===== config.mk =====
export PLATFORM = sky130hd
export DESIGN_NAME = irq_bank
export DESIGN_NICKNAME = d
export VERILOG_FILES = /design/src/rtl/irq_bank_pkg.sv /design/src/rtl/irq_bank_decode.sv /design/src/rtl/irq_bank_status.sv /design/src/rtl/irq_bank_mask.sv /design/src/rtl/irq_bank.sv
export SDC_FILE = /design/constraint.sdc
export NUM_CORES = 1
export LEC_CHECK = 0
export BUFFER_PORTS_ARGS = -buffer_cell sky130_fd_sc_hd__buf_4
export CORE_UTILIZATION = 30
export DETAILED_ROUTE_END_ITERATION = 7
export PLACE_DENSITY = 0.74
export SETUP_SLACK_MARGIN = 0.5
export SLEW_MARGIN = 20
export SYNTH_ARGS = -nofsm -noshare
export SYNTH_HDL_FRONTEND = slang
export SYNTH_SLANG_ARGS = --single-unit

===== constraint.sdc =====
create_clock -name clk -period 2.65 [get_ports clk]
set_input_delay 0.265 -clock clk [delete_from_list [all_inputs] [get_ports clk]]
set_output_delay 0.265 -clock clk [all_outputs]
set_load 0.01 [all_outputs]

===== src/rtl/irq_bank_pkg.sv =====
package irq_bank_pkg;
  localparam int IRQ_W = 7;

  localparam int B_RX_OVF  = 0;
  localparam int B_TX_LOW  = 2;
  localparam int B_TX_FULL = 3;
  localparam int B_RX_NE   = 4;
  localparam int B_RX_FULL = 5;
  localparam int B_TX_UNF  = 6;

  localparam logic [IRQ_W-1:0] STICKY_BITS = (7'(1) << B_RX_OVF) | (7'(1) << B_TX_UNF);
  localparam logic [IRQ_W-1:0] LEVEL_BITS  = (7'(1) << B_TX_LOW) | (7'(1) << B_TX_FULL)
                                           | (7'(1) << B_RX_NE)  | (7'(1) << B_RX_FULL);
  localparam logic [IRQ_W-1:0] LIVE_BITS   = STICKY_BITS | LEVEL_BITS;

  typedef enum logic [1:0] {RD_ZERO, RD_STAT, RD_MASK} rd_sel_e;

  // Keep only implemented bit positions of a bus word.
  function automatic logic [IRQ_W-1:0] f_live(input logic [IRQ_W-1:0] w);
    return w & LIVE_BITS;
  endfunction

  // Pending interrupt reduction.
  function automatic logic f_pending(input logic [IRQ_W-1:0] st, input logic [IRQ_W-1:0] mk);
    return |(st & mk);
  endfunction

  // Next value of one latched bit: a new event wins over a clear.
  function automatic logic f_sticky_next(input logic cur, input logic ev, input logic clr);
    return ev | (cur & ~clr);
  endfunction
endpackage


===== src/rtl/irq_bank_decode.sv =====
module irq_bank_decode #(
  parameter int ADDR_W = 8,
  parameter logic [ADDR_W-1:0] OFS_STAT = 'h04,
  parameter logic [ADDR_W-1:0] OFS_SET  = 'h08,
  parameter logic [ADDR_W-1:0] OFS_CLR  = 'h0C,
  parameter logic [ADDR_W-1:0] OFS_VIEW = 'h10
) (
  input  logic              bus_wr,
  input  logic [ADDR_W-1:0] bus_addr,
  output logic              wr_stat,
  output logic              wr_set,
  output logic              wr_clr,
  output irq_bank_pkg::rd_sel_e rd_sel
);
  import irq_bank_pkg::*;

  assign wr_stat = bus_wr && (bus_addr == OFS_STAT);
  assign wr_set  = bus_wr && (bus_addr == OFS_SET);
  assign wr_clr  = bus_wr && (bus_addr == OFS_CLR);

  always_comb begin
    if (bus_addr == OFS_STAT)      rd_sel = RD_STAT;
    else if (bus_addr == OFS_VIEW) rd_sel = RD_MASK;
    else                           rd_sel = RD_ZERO;
  end
endmodule


===== src/rtl/irq_bank_status.sv =====
module irq_bank_status (
  input  logic clk,
  input  logic rst_n,
  input  logic wr_stat,
  input  logic [irq_bank_pkg::IRQ_W-1:0] wr_bits,
  input  logic [irq_bank_pkg::IRQ_W-1:0] ev_vec,
  input  logic [irq_bank_pkg::IRQ_W-1:0] lv_vec,
  output logic [irq_bank_pkg::IRQ_W-1:0] stat
);
  import irq_bank_pkg::*;

  for (genvar i = 0; i < IRQ_W; i++) begin : g_bit
    if (STICKY_BITS[i]) begin : g_sticky
      logic q;
      always_ff @(posedge clk) begin
        if (!rst_n) q <= 1'b0;
        else        q <= f_sticky_next(q, ev_vec[i], wr_stat && wr_bits[i]);
      end
      assign stat[i] = q;
    end else if (LEVEL_BITS[i]) begin : g_level
      assign stat[i] = lv_vec[i];
    end else begin : g_rsvd
      assign stat[i] = 1'b0;
    end
  end

  logic unused_inputs;
  assign unused_inputs = ^{ev_vec & ~STICKY_BITS, lv_vec & ~LEVEL_BITS};
endmodule


===== src/rtl/irq_bank_mask.sv =====
module irq_bank_mask (
  input  logic clk,
  input  logic rst_n,
  input  logic wr_set,
  input  logic wr_clr,
  input  logic [irq_bank_pkg::IRQ_W-1:0] wr_bits,
  output logic [irq_bank_pkg::IRQ_W-1:0] mask
);
  import irq_bank_pkg::*;

  for (genvar i = 0; i < IRQ_W; i++) begin : g_bit
    if (LIVE_BITS[i]) begin : g_impl
      logic q;
      always_ff @(posedge clk) begin
        if (!rst_n)                     q <= 1'b0;
        else if (wr_set && wr_bits[i])  q <= 1'b1;
        else if (wr_clr && wr_bits[i])  q <= 1'b0;
      end
      assign mask[i] = q;
    end else begin : g_rsvd
      assign mask[i] = 1'b0;
    end
  end
endmodule


===== src/rtl/irq_bank.sv =====
module irq_bank #(
  parameter int ADDR_W = 8,
  parameter int DATA_W = 32,
  parameter logic [ADDR_W-1:0] OFS_STAT = 'h04,
  parameter logic [ADDR_W-1:0] OFS_SET  = 'h08,
  parameter logic [ADDR_W-1:0] OFS_CLR  = 'h0C,
  parameter logic [ADDR_W-1:0] OFS_VIEW = 'h10
) (
  input  logic              clk,
  input  logic              rst_n,
  input  logic              bus_wr,
  input  logic [ADDR_W-1:0] bus_addr,
  input  logic [DATA_W-1:0] bus_wdata,
  output logic [DATA_W-1:0] bus_rdata,
  input  logic              ev_rx_ovf,
  input  logic              ev_tx_unf,
  input  logic              lv_tx_low,
  input  logic              lv_tx_full,
  input  logic              lv_rx_nempty,
  input  logic              lv_rx_full,
  output logic              irq
);
  import irq_bank_pkg::*;

  localparam int PAD_W = DATA_W - IRQ_W;

  logic              wr_stat, wr_set, wr_clr;
  rd_sel_e           rd_sel;
  logic [IRQ_W-1:0]  wr_bits, ev_vec, lv_vec, stat_q, mask_q;

  assign wr_bits = f_live(bus_wdata[IRQ_W-1:0]);

  always_comb begin
    ev_vec = '0;
    ev_vec[B_RX_OVF] = ev_rx_ovf;
    ev_vec[B_TX_UNF] = ev_tx_unf;
    lv_vec = '0;
    lv_vec[B_TX_LOW]  = lv_tx_low;
    lv_vec[B_TX_FULL] = lv_tx_full;
    lv_vec[B_RX_NE]   = lv_rx_nempty;
    lv_vec[B_RX_FULL] = lv_rx_full;
  end

  irq_bank_decode #(
    .ADDR_W(ADDR_W), .OFS_STAT(OFS_STAT), .OFS_SET(OFS_SET),
    .OFS_CLR(OFS_CLR), .OFS_VIEW(OFS_VIEW)
  ) u_dec (
    .bus_wr(bus_wr), .bus_addr(bus_addr),
    .wr_stat(wr_stat), .wr_set(wr_set), .wr_clr(wr_clr), .rd_sel(rd_sel)
  );

  irq_bank_status u_stat (
    .clk(clk), .rst_n(rst_n), .wr_stat(wr_stat), .wr_bits(wr_bits),
    .ev_vec(ev_vec), .lv_vec(lv_vec), .stat(stat_q)
  );

  irq_bank_mask u_mask (
    .clk(clk), .rst_n(rst_n), .wr_set(wr_set), .wr_clr(wr_clr),
    .wr_bits(wr_bits), .mask(mask_q)
  );

  always_comb begin
    case (rd_sel)
      RD_STAT: bus_rdata = {{PAD_W{1'b0}}, stat_q};
      RD_MASK: bus_rdata = {{PAD_W{1'b0}}, mask_q};
      default: bus_rdata = '0;
    endcase
  end

  assign irq = f_pending(stat_q, mask_q);

  logic unused_upper;
  assign unused_upper = ^bus_wdata[DATA_W-1:IRQ_W];
endmodule


Word level (Yosys, flattened, before mapping)
Cells that the tools add are included.
{ "classes": {"reduce_logical": 24, "eq_ne": 6, "n_bitwise": 7, "mux": 15} }
{ "op_table": {"columns": ["op", "n"], "rows": [
  ["$logic_and A1 B1 Y1", 17],
  ["$eq A8 B4 Y1 const B", 2],
  ["$pmux W7 S2", 1],
  ["$mux W1", 12],
  ["$reduce_bool A2 Y1", 6],
  ["$eq A8 B3 Y1 const B", 1],
  ["$eq A8 B5 Y1 const B", 1],
  ["$and A7 B7 Y7", 1],
  ["$reduce_or A7 Y1", 1],
  ["$mux W2", 2],
  ["$and A1 B1 Y1", 2],
  ["$eq A2 B1 Y1 const B", 1],
  ["$eq A2 B2 Y1 const B", 1],
  ["$not A1 Y1", 2],
  ["$or A1 B1 Y1", 2]
]} }
{ "word_totals": {"wordCells": 60, "register_bits": 8, "in_bits": 49} }

Longest topological paths before layout
Gate-level depths: netlist (run 1).
{ "logic_depth": {"ltp_word": 6, "ltp_mapped": 4, "ltp_nobuf": 3} }

Modules after synthesis
A second synthesis (run 1) with hierarchy kept.
{ "unflattened": {"cells_unflattened": 107, "area_unflattened_um2": 850.8} }
{ "modules_own_cells": {"columns": ["mod", "seq_area_each_um2", "n_inst", "area_per_inst_um2", "cells_each"], "rows": [
  ["irq_bank", 0.0, 1, 332.8, 48],
  ["irq_bank_mask", 120.1, 1, 302.8, 33],
  ["irq_bank_status", 40.0, 1, 126.4, 16],
  ["irq_bank_decode", 0.0, 1, 88.8, 10]
]} }

Worst setup path before layout (run 1)
Ideal clock, no wire load.
{ "synth_timing": {"path_type": "input port to output port", "start": "input bus_addr[1]", "end": "output bus_rdata[0]", "path_stages": 3, "path_slack_ns": 1.485, "t_arrival_ns": 0.900, "n_path_buf": 0, "path_cell_list": "nor4_1 > nand2_1 > nor2_1"} }
{ "synth_via": {"elab_chain_len": 5, "elab_cells_between_ends": 7} }
{ "synth_lines": {"columns": ["element", "line", "rtl"], "rows": [
  ["start: declaration", "irq_bank.sv:12", "input logic [ADDR_W-1:0] bus_addr,"],
  ["$eq A8 B5 Y1", "irq_bank_decode.sv:23", "else if (bus_addr == OFS_VIEW) rd_sel = RD_MASK;"],
  ["$mux W2", "irq_bank_decode.sv:23", null],
  ["$mux W2 *", "irq_bank_decode.sv:22", "if (bus_addr == OFS_STAT) rd_sel = RD_STAT;"],
  ["$eq A2 B2 Y1 / $eq A2 B1 Y1 (equally long branches)", "irq_bank.sv:63", "case (rd_sel)"],
  ["$pmux W7 S2 *", "irq_bank.sv:63", null],
  ["end: declaration", "irq_bank.sv:14", "output logic [DATA_W-1:0] bus_rdata,"]
]} }
Mark *: on every way between the ends. The rest lies on a longest branch, timed or not.

Final worst setup path (run 1)
{ "layout_timing": {"start": "input bus_addr[4]", "end": "output bus_rdata[6]"} }
Same word-level chain as after synthesis.

==> results.cfg, run 1 <==
[pwr]
p_clk_share_pct = 33.5
p_int_mw = 0.205
ir_drop_v = 0.000188
p_sw_mw = 0.0842
p_leak_nw = 0.418
combinationalPowerShare_pct = 23.4
power.density_nw_per_um2 = 336
sw_frac_of_total_pct = 29.1
seq_power_share_pct = 43.1

[sta]
finalSetupViolCount = 0
tns_ns = 0
min_period_ns = 1.54
worst_slack_ns = 1.11
worst_slew_margin_rel_pct = 62.4
hold_viol_final = 0
max_freq_mhz = 648
finClkSkew_ns = 0
fin_crit_sh_pct = 58.2
rsz0062_at_grt = no
worst_pin_slew_ns = 0.563
final_max_slew_viol_count = 0

[logic_synthesis]
syn_area_um2 = 694
syn_inst = 83
yosys_warnings = 0
synth_cell_type_count = 15
syn_avg_cell_area_um2 = 8.37
yosysSeqAreaShare_pct = 23.1
ys_ff_latch = 8

[place]
hpwl_mm = 1.14
portBuffers = 29
placed_area_um2 = 838
place_congestion = 0.709
place_ws_ns = 1.09

[final_layout]
finalNetCount = 163
drive_above_1_share_pct = 30.4
post-route-util_pct = 39.3
fillers = 226
stdcell_area_um2 = 861
antenna_cells = 0
layout_commonest_cell = buf_4
layout_common_cells = buf_4 (29), conb_1 (26), a22oi_1 (9)
syn_to_final_growth_pct = 24.0

[floorplanning]
dieArea_um2 = 2510
die_w_um = 50.1
core-area_um2 = 2190
rows = 17
initial_core_util_pct = 31.7
die_y_um = 50.1
ios = 82

[cts]
clk_latency_ns = 0.26
clkSinkCount = 8
clockRootBuffer = clkbuf_4
cts_hold_buf = 0
cts_setup_buffers = 0
cts_resized = 0
htreeDepth = 1
path_clk_slew_ns = 0.05
numCtsBuffers = 3
clockBufferDepth = 2
cts_tree = built

[route]
drt_iter0_markers = 9
post_drt_wl_per_cell_um = 9.79
via_per_inst = 4.49
drc = 0
num_vias = 628
wl_mm = 1.37
ant_nets = 0
drt_first_pass_iters = 4

[critical_path]
crit_path_end = bus_rdata[6]
slowest_delay_ns = 0.45
reg2reg_slack_ns = 1.97
cp.depth = 5
startpoint_type = primary input
path_buf_inv = 2
worstSetupEndpointType = output port
r2r-end = u_stat.g_bit[0].g_sticky.q
path_max_fanout = 8
cp_common_cell = buf_4
crit_chain = buf_4 -> nor2b_1 -> a22oi_1 -> nor2_1 -> buf_4
crit_family = simple AND/OR/NAND/NOR gates
worstPathRequired_ns = 2.38
rr_startpoint = u_stat.g_bit[0].g_sticky.q
rr_worst_depth = 1
worstSetupPathType = primary input to output port
critPathSlowestCell = nor2b_1
critPathArrivalTime_ns = 1.28
crit_path_start = bus_addr[4]

[flow_run]
drv_cap = 0

[global_route]
met2_usage_pct = 22.0
use_met1_pct = 11.3
grt-ovfl-total = 0
antenna_found_initial = 0
met3_usage_pct = 1.85
grt.busiest_layer = met2
grt_first_pass_wirelength_mm = 2.15
grt_max_degree = 10
grt_usage_pct = 11.4
grt_pass1_vias = 558

[hold_path]
hold_class = primary input to flop

[run_status]
status = finished, final reports clean
-- through the flow --
step	std cells	power (mW)	hold slack, ns
3_5_place_dp	137	0.194	0.471
5_1_grt	140	0.301	0.292
2_1_floorplan	108	0.188	0.444
6_report	140	0.289	0.279
3_3_place_gp	137	0.193	0.464
4_1_cts	140	0.290	0.276
-- layer usage --
metal / part of all wire [%] / routed length (um) / up-vias
met5: 0 / 0 / -
met4: 1.8 / 25 / 0
met1: 37 / 507 / 283
met2: 54 / 743 / 40
li1: - / - / 302
met3: 6.9 / 94 / 3
-- registers in the layout, summed over array words and instances (netlist names) --
| name | cells |
|---|---|
| u_mask.g_bit.g_impl.q | 6 |
| u_stat.g_bit.g_sticky.q | 2 |
-- power by group through the flow --
stage | Sequential, mW | Clock, mW | Combinational [mW]
floorplan | 0.127 | 0 | 0.0614
detailed placement | 0.127 | 0 | 0.0670
CTS | 0.124 | 0.0986 | 0.0671
global route | 0.125 | 0.103 | 0.0741
global placement | 0.127 | 0 | 0.0658
finish | 0.124 | 0.0969 | 0.0676
-- Yosys cell counts --
cell type / count / area share [%]
buf_4: 26 / 28
a22oi_1: 9 / 9.7
dfxtp_1: 8 / 23
nand2_1: 7 / 3.8
nand3_1: 7 / 5.0
nor2_1: 7 / 3.8
mux2i_1: 6 / 8.6
clkbuf_1: 2 / 1.1
nand4b_1: 2 / 2.5
nor2b_1: 2 / 1.8
nor4b_4: 2 / 6.8
o221a_1: 2 / 3.2
conb_1: 1 / 0.54
nand2b_1: 1 / 0.90
nor4_1: 1 / 0.90
-- worst min-delay path by stage --
stage                                        start                         end  slack [ns]  depth (start not counted)
after floorplan                          ev_rx_ovf  u_stat.g_bit[0].g_sticky.q        0.44                          1
after global placement    u_mask.g_bit[0].g_impl.q    u_mask.g_bit[0].g_impl.q        0.46                          2
after detailed placement  u_mask.g_bit[0].g_impl.q    u_mask.g_bit[0].g_impl.q        0.47                          2
after CTS                                ev_rx_ovf  u_stat.g_bit[0].g_sticky.q        0.28                          2
after global routing                     ev_tx_unf  u_stat.g_bit[6].g_sticky.q        0.29                          2
final                                    ev_rx_ovf  u_stat.g_bit[0].g_sticky.q        0.28                          2
-- area by class of cell --
type                    count  area [um^2]  share of cell area (%)
repair buffers             29          218                    25.3
clock buffers               3         22.5                    2.62
flip-flops and latches      8          160                    18.6
well taps                  28         35.0                    4.07
multi-input cells          72          425                    49.4
-- cells by family after synthesis --
group                  share of synthesized area, %
AOI/OAI and AO/OA                              13.0
buffers and inverters                          29.2
DFF                                            23.1
muxes                                          8.65
other                                         0.540
and+or+nand+nor                                25.6
Note: power is estimated with default switching activity, not from simulation.
==> run 2: changes to the inputs <==
--- a/config.mk
+++ b/config.mk
@@ -5,10 +5,11 @@
 export SDC_FILE = /design/constraint.sdc
 export NUM_CORES = 1
 export LEC_CHECK = 0
+export ABC_AREA = 1
 export BUFFER_PORTS_ARGS = -buffer_cell sky130_fd_sc_hd__buf_4
 export CORE_UTILIZATION = 30
 export DETAILED_ROUTE_END_ITERATION = 7
-export PLACE_DENSITY = 0.74
+export PLACE_DENSITY = 0.73
 export SETUP_SLACK_MARGIN = 0.5
 export SLEW_MARGIN = 20
 export SYNTH_ARGS = -nofsm -noshare
==> constraint.sdc (replaced) <==
create_clock -name clk -period 1.5 [get_ports clk]
set_input_delay 0.15 -clock clk [delete_from_list [all_inputs] [get_ports clk]]
set_output_delay 0.15 -clock clk [all_outputs]
set_load 0.01 [all_outputs]
==> run 2 against run 1 <==
Against the previous run: clock skew unchanged; sequential power rose by 77%; routed wire length is 26% higher; sequential share of layout area is 1.9 points lower; clock power rose by 69%; sequential cell count stayed put; global-route usage rose by 2.4 points; non-clock buffer count is 6 higher; design area grew 16%; via count is 15% higher.
==> results.cfg, run 2 <==
[critical_path]
path_max_fanout = 3
worstSetupPathType = flop to output port
critPathArrivalTime_ns = 1.12
rr_worst_depth = 3
worstSetupEndpointType = output port
reg2reg_slack_ns = 0.76
worstPathRequired_ns = 1.35
rr_startpoint = u_mask.g_bit[6].g_impl.q
startpoint_type = flop
r2r-end = u_mask.g_bit[6].g_impl.q

[logic_synthesis]
ys_top_cells_by_count = buf_4 (27), nand2_1 (16), a21oi_1 (10), inv_1 (10), nor2_1 (10)
yosysSeqAreaShare_pct = 22.7
syn_avg_cell_area_um2 = 6.61
syn_inst = 107
yosysMostFrequentCell = buf_4
yosys_warnings = 0
ys_ff_latch = 8
synthTopCellsByArea = buf_4 (29%), dfxtp_1 (23%), nand2_1 (8.5%)
async_reset_ff_share_pct = 0
synth_cell_type_count = 16
synth_flop_cell = dfxtp_1
synth_edf_count = 0
yosysTopAreaCell = buf_4
syn_area_um2 = 707
yosys.area.top_type_share_pct = 28.7

[global_route]
grt_max_degree = 13
antenna_found_initial = 0
grt_pass1_vias = 680
grt_first_pass_wirelength_mm = 2.62
grt_usage_pct = 13.8
grt-ovfl-total = 0

[pwr]
p_leak_nw = 0.478
power.density_nw_per_um2 = 524
total_power_mw = 0.523
combinationalPowerShare_pct = 26.6
p_sw_mw = 0.150
ir_drop_v = 0.000205
sw_frac_of_total_pct = 28.6
seq_power_share_pct = 42.1
p_int_mw = 0.374
p_clk_share_pct = 31.3

[sta]
final_max_slew_viol_count = 0
rsz0062_at_grt = yes
fin_crit_sh_pct = 84.7
min_period_ns = 1.27
finalSetupViolCount = 0
tns_ns = 0
worst_slack_ns = 0.230
max_freq_mhz = 787
finClkSkew_ns = 0
hold_viol_final = 0

[floorplanning]
die_y_um = 50.5
dieArea_um2 = 2550
initial_core_util_pct = 32.0
die_w_um = 50.5
rows = 17
core-area_um2 = 2210
ios = 82

[cts]
path_clk_slew_ns = 0.05
numCtsBuffers = 3
clkSinkCount = 8
clk_latency_ns = 0.25
htreeDepth = 1
cts_tree = built
clockBufferDepth = 2
clockRootBuffer = clkbuf_4

[place]
place_ws_ns = 0.276
hpwl_mm = 1.20
portBuffers = 29
place_congestion = 0.737

[final_layout]
layout_common_cells = buf_4 (27), conb_1 (26), nand2_1 (15)
antenna_cells = 0
fillers = 244
drive_above_1_share_pct = 39.4
syn_to_final_growth_pct = 41.2
finalNetCount = 193
top_register = u_mask.g_bit.g_impl.q
register_area_um2 = 166
largest_reg_flops = 6
layout_commonest_cell = buf_4
multiInputGateArea_um2 = 428
reg_top3 = u_mask.g_bit.g_impl.q x6, u_stat.g_bit.g_sticky.q x2

[route]
post_drt_wl_per_cell_um = 10.1
via_per_inst = 4.25
wl_mm = 1.72
drt_first_pass_iters = 4
drc = 0
num_vias = 723
ant_nets = 0
drt_iter0_markers = 25

[run_status]
status = finished, final reports clean

[hold_path]
min_to = u_stat.g_bit[6].g_sticky.q
hold_path_depth = 3
hold_class = primary input to flop
hold_start = ev_tx_unf

[flow_run]
drv_cap = 0
## run 2: worst max path at each step
stage | to | startpoint | cells after the start
2_1_floorplan | bus_rdata[0] | bus_addr[2] | 4
3_3_place_gp | bus_rdata[0] | bus_addr[2] | 5
3_5_place_dp | bus_rdata[2] | bus_addr[2] | 5
4_1_cts | irq | u_mask.g_bit[6].g_impl.q | 4
5_1_grt | irq | u_mask.g_bit[4].g_impl.q | 4
6_report | irq | u_mask.g_bit[4].g_impl.q | 4
## run 2: stage by stage
stage          util (%)  std cells  hold WS [ns]  instance area [um^2]
2_1_floorplan         -        132         0.271                   801
3_3_place_gp       38.0        161         0.405                   840
3_5_place_dp       38.0        161         0.405                   840
4_1_cts            44.7        170         0.135                   990
5_1_grt            45.1        170         0.157                   998
6_report           45.1        170         0.135                   998
## run 2: power groups by stage
| stage | clock, mW | combinational (mW) | sequential (mW) |
|---|---|---|---|
| final | 0.164 | 0.139 | 0.220 |
| after global routing | 0.172 | 0.152 | 0.221 |
| after CTS | 0.165 | 0.136 | 0.220 |
| after detailed placement | 0 | 0.109 | 0.225 |
| after global placement | 0 | 0.106 | 0.224 |
| after floorplan | 0 | 0.103 | 0.224 |
## run 2: layer usage
| layer | vias to the layer above | part of all wire [%] | track usage [%] |
|---|---|---|---|
| li1 | 360 | - | - |
| met5 | - | 0 | 0 |
| met4 | 0 | 0 | 5.56 |
| met1 | 323 | 37 | 12.8 |
| met2 | 40 | 55 | 28.0 |
| met3 | 0 | 7.7 | 3.33 |
## run 2: logic make-up (layout without fill, tap and decap cells)
logic type	after synthesis	after routing	share of synthesized area (%)
and+or+nand+nor	41	41	26.9
buffers and inverters	39	49	36.1
DFF	8	8	22.7
AOI/OAI and AO/OA	18	18	13.8
other	1	26	0.530
## run 2: critical path: stages, from the launching register on
cell	delay, ns
dfxtp_1	0.32
a22o_1	0.22
a21oi_2	0.13
nand2_1	0.08
buf_6	0.12
## run 2: area by class of cell
type	instances	share of cell area [%]
inverter	11	4.14
multi-input combinational	85	42.9
tap	28	3.51
sequential	8	16.7
timing repair buffer	35	30.6
clock buffer	3	2.26
## run 2: what timing repair did
item,in CTS,in global routing
setup endpoints to repair,7,7
buffers inserted,6,0
gates cloned,0,0
hold buffers,0,0
gates resized for setup,31,3
pin swaps,16,4
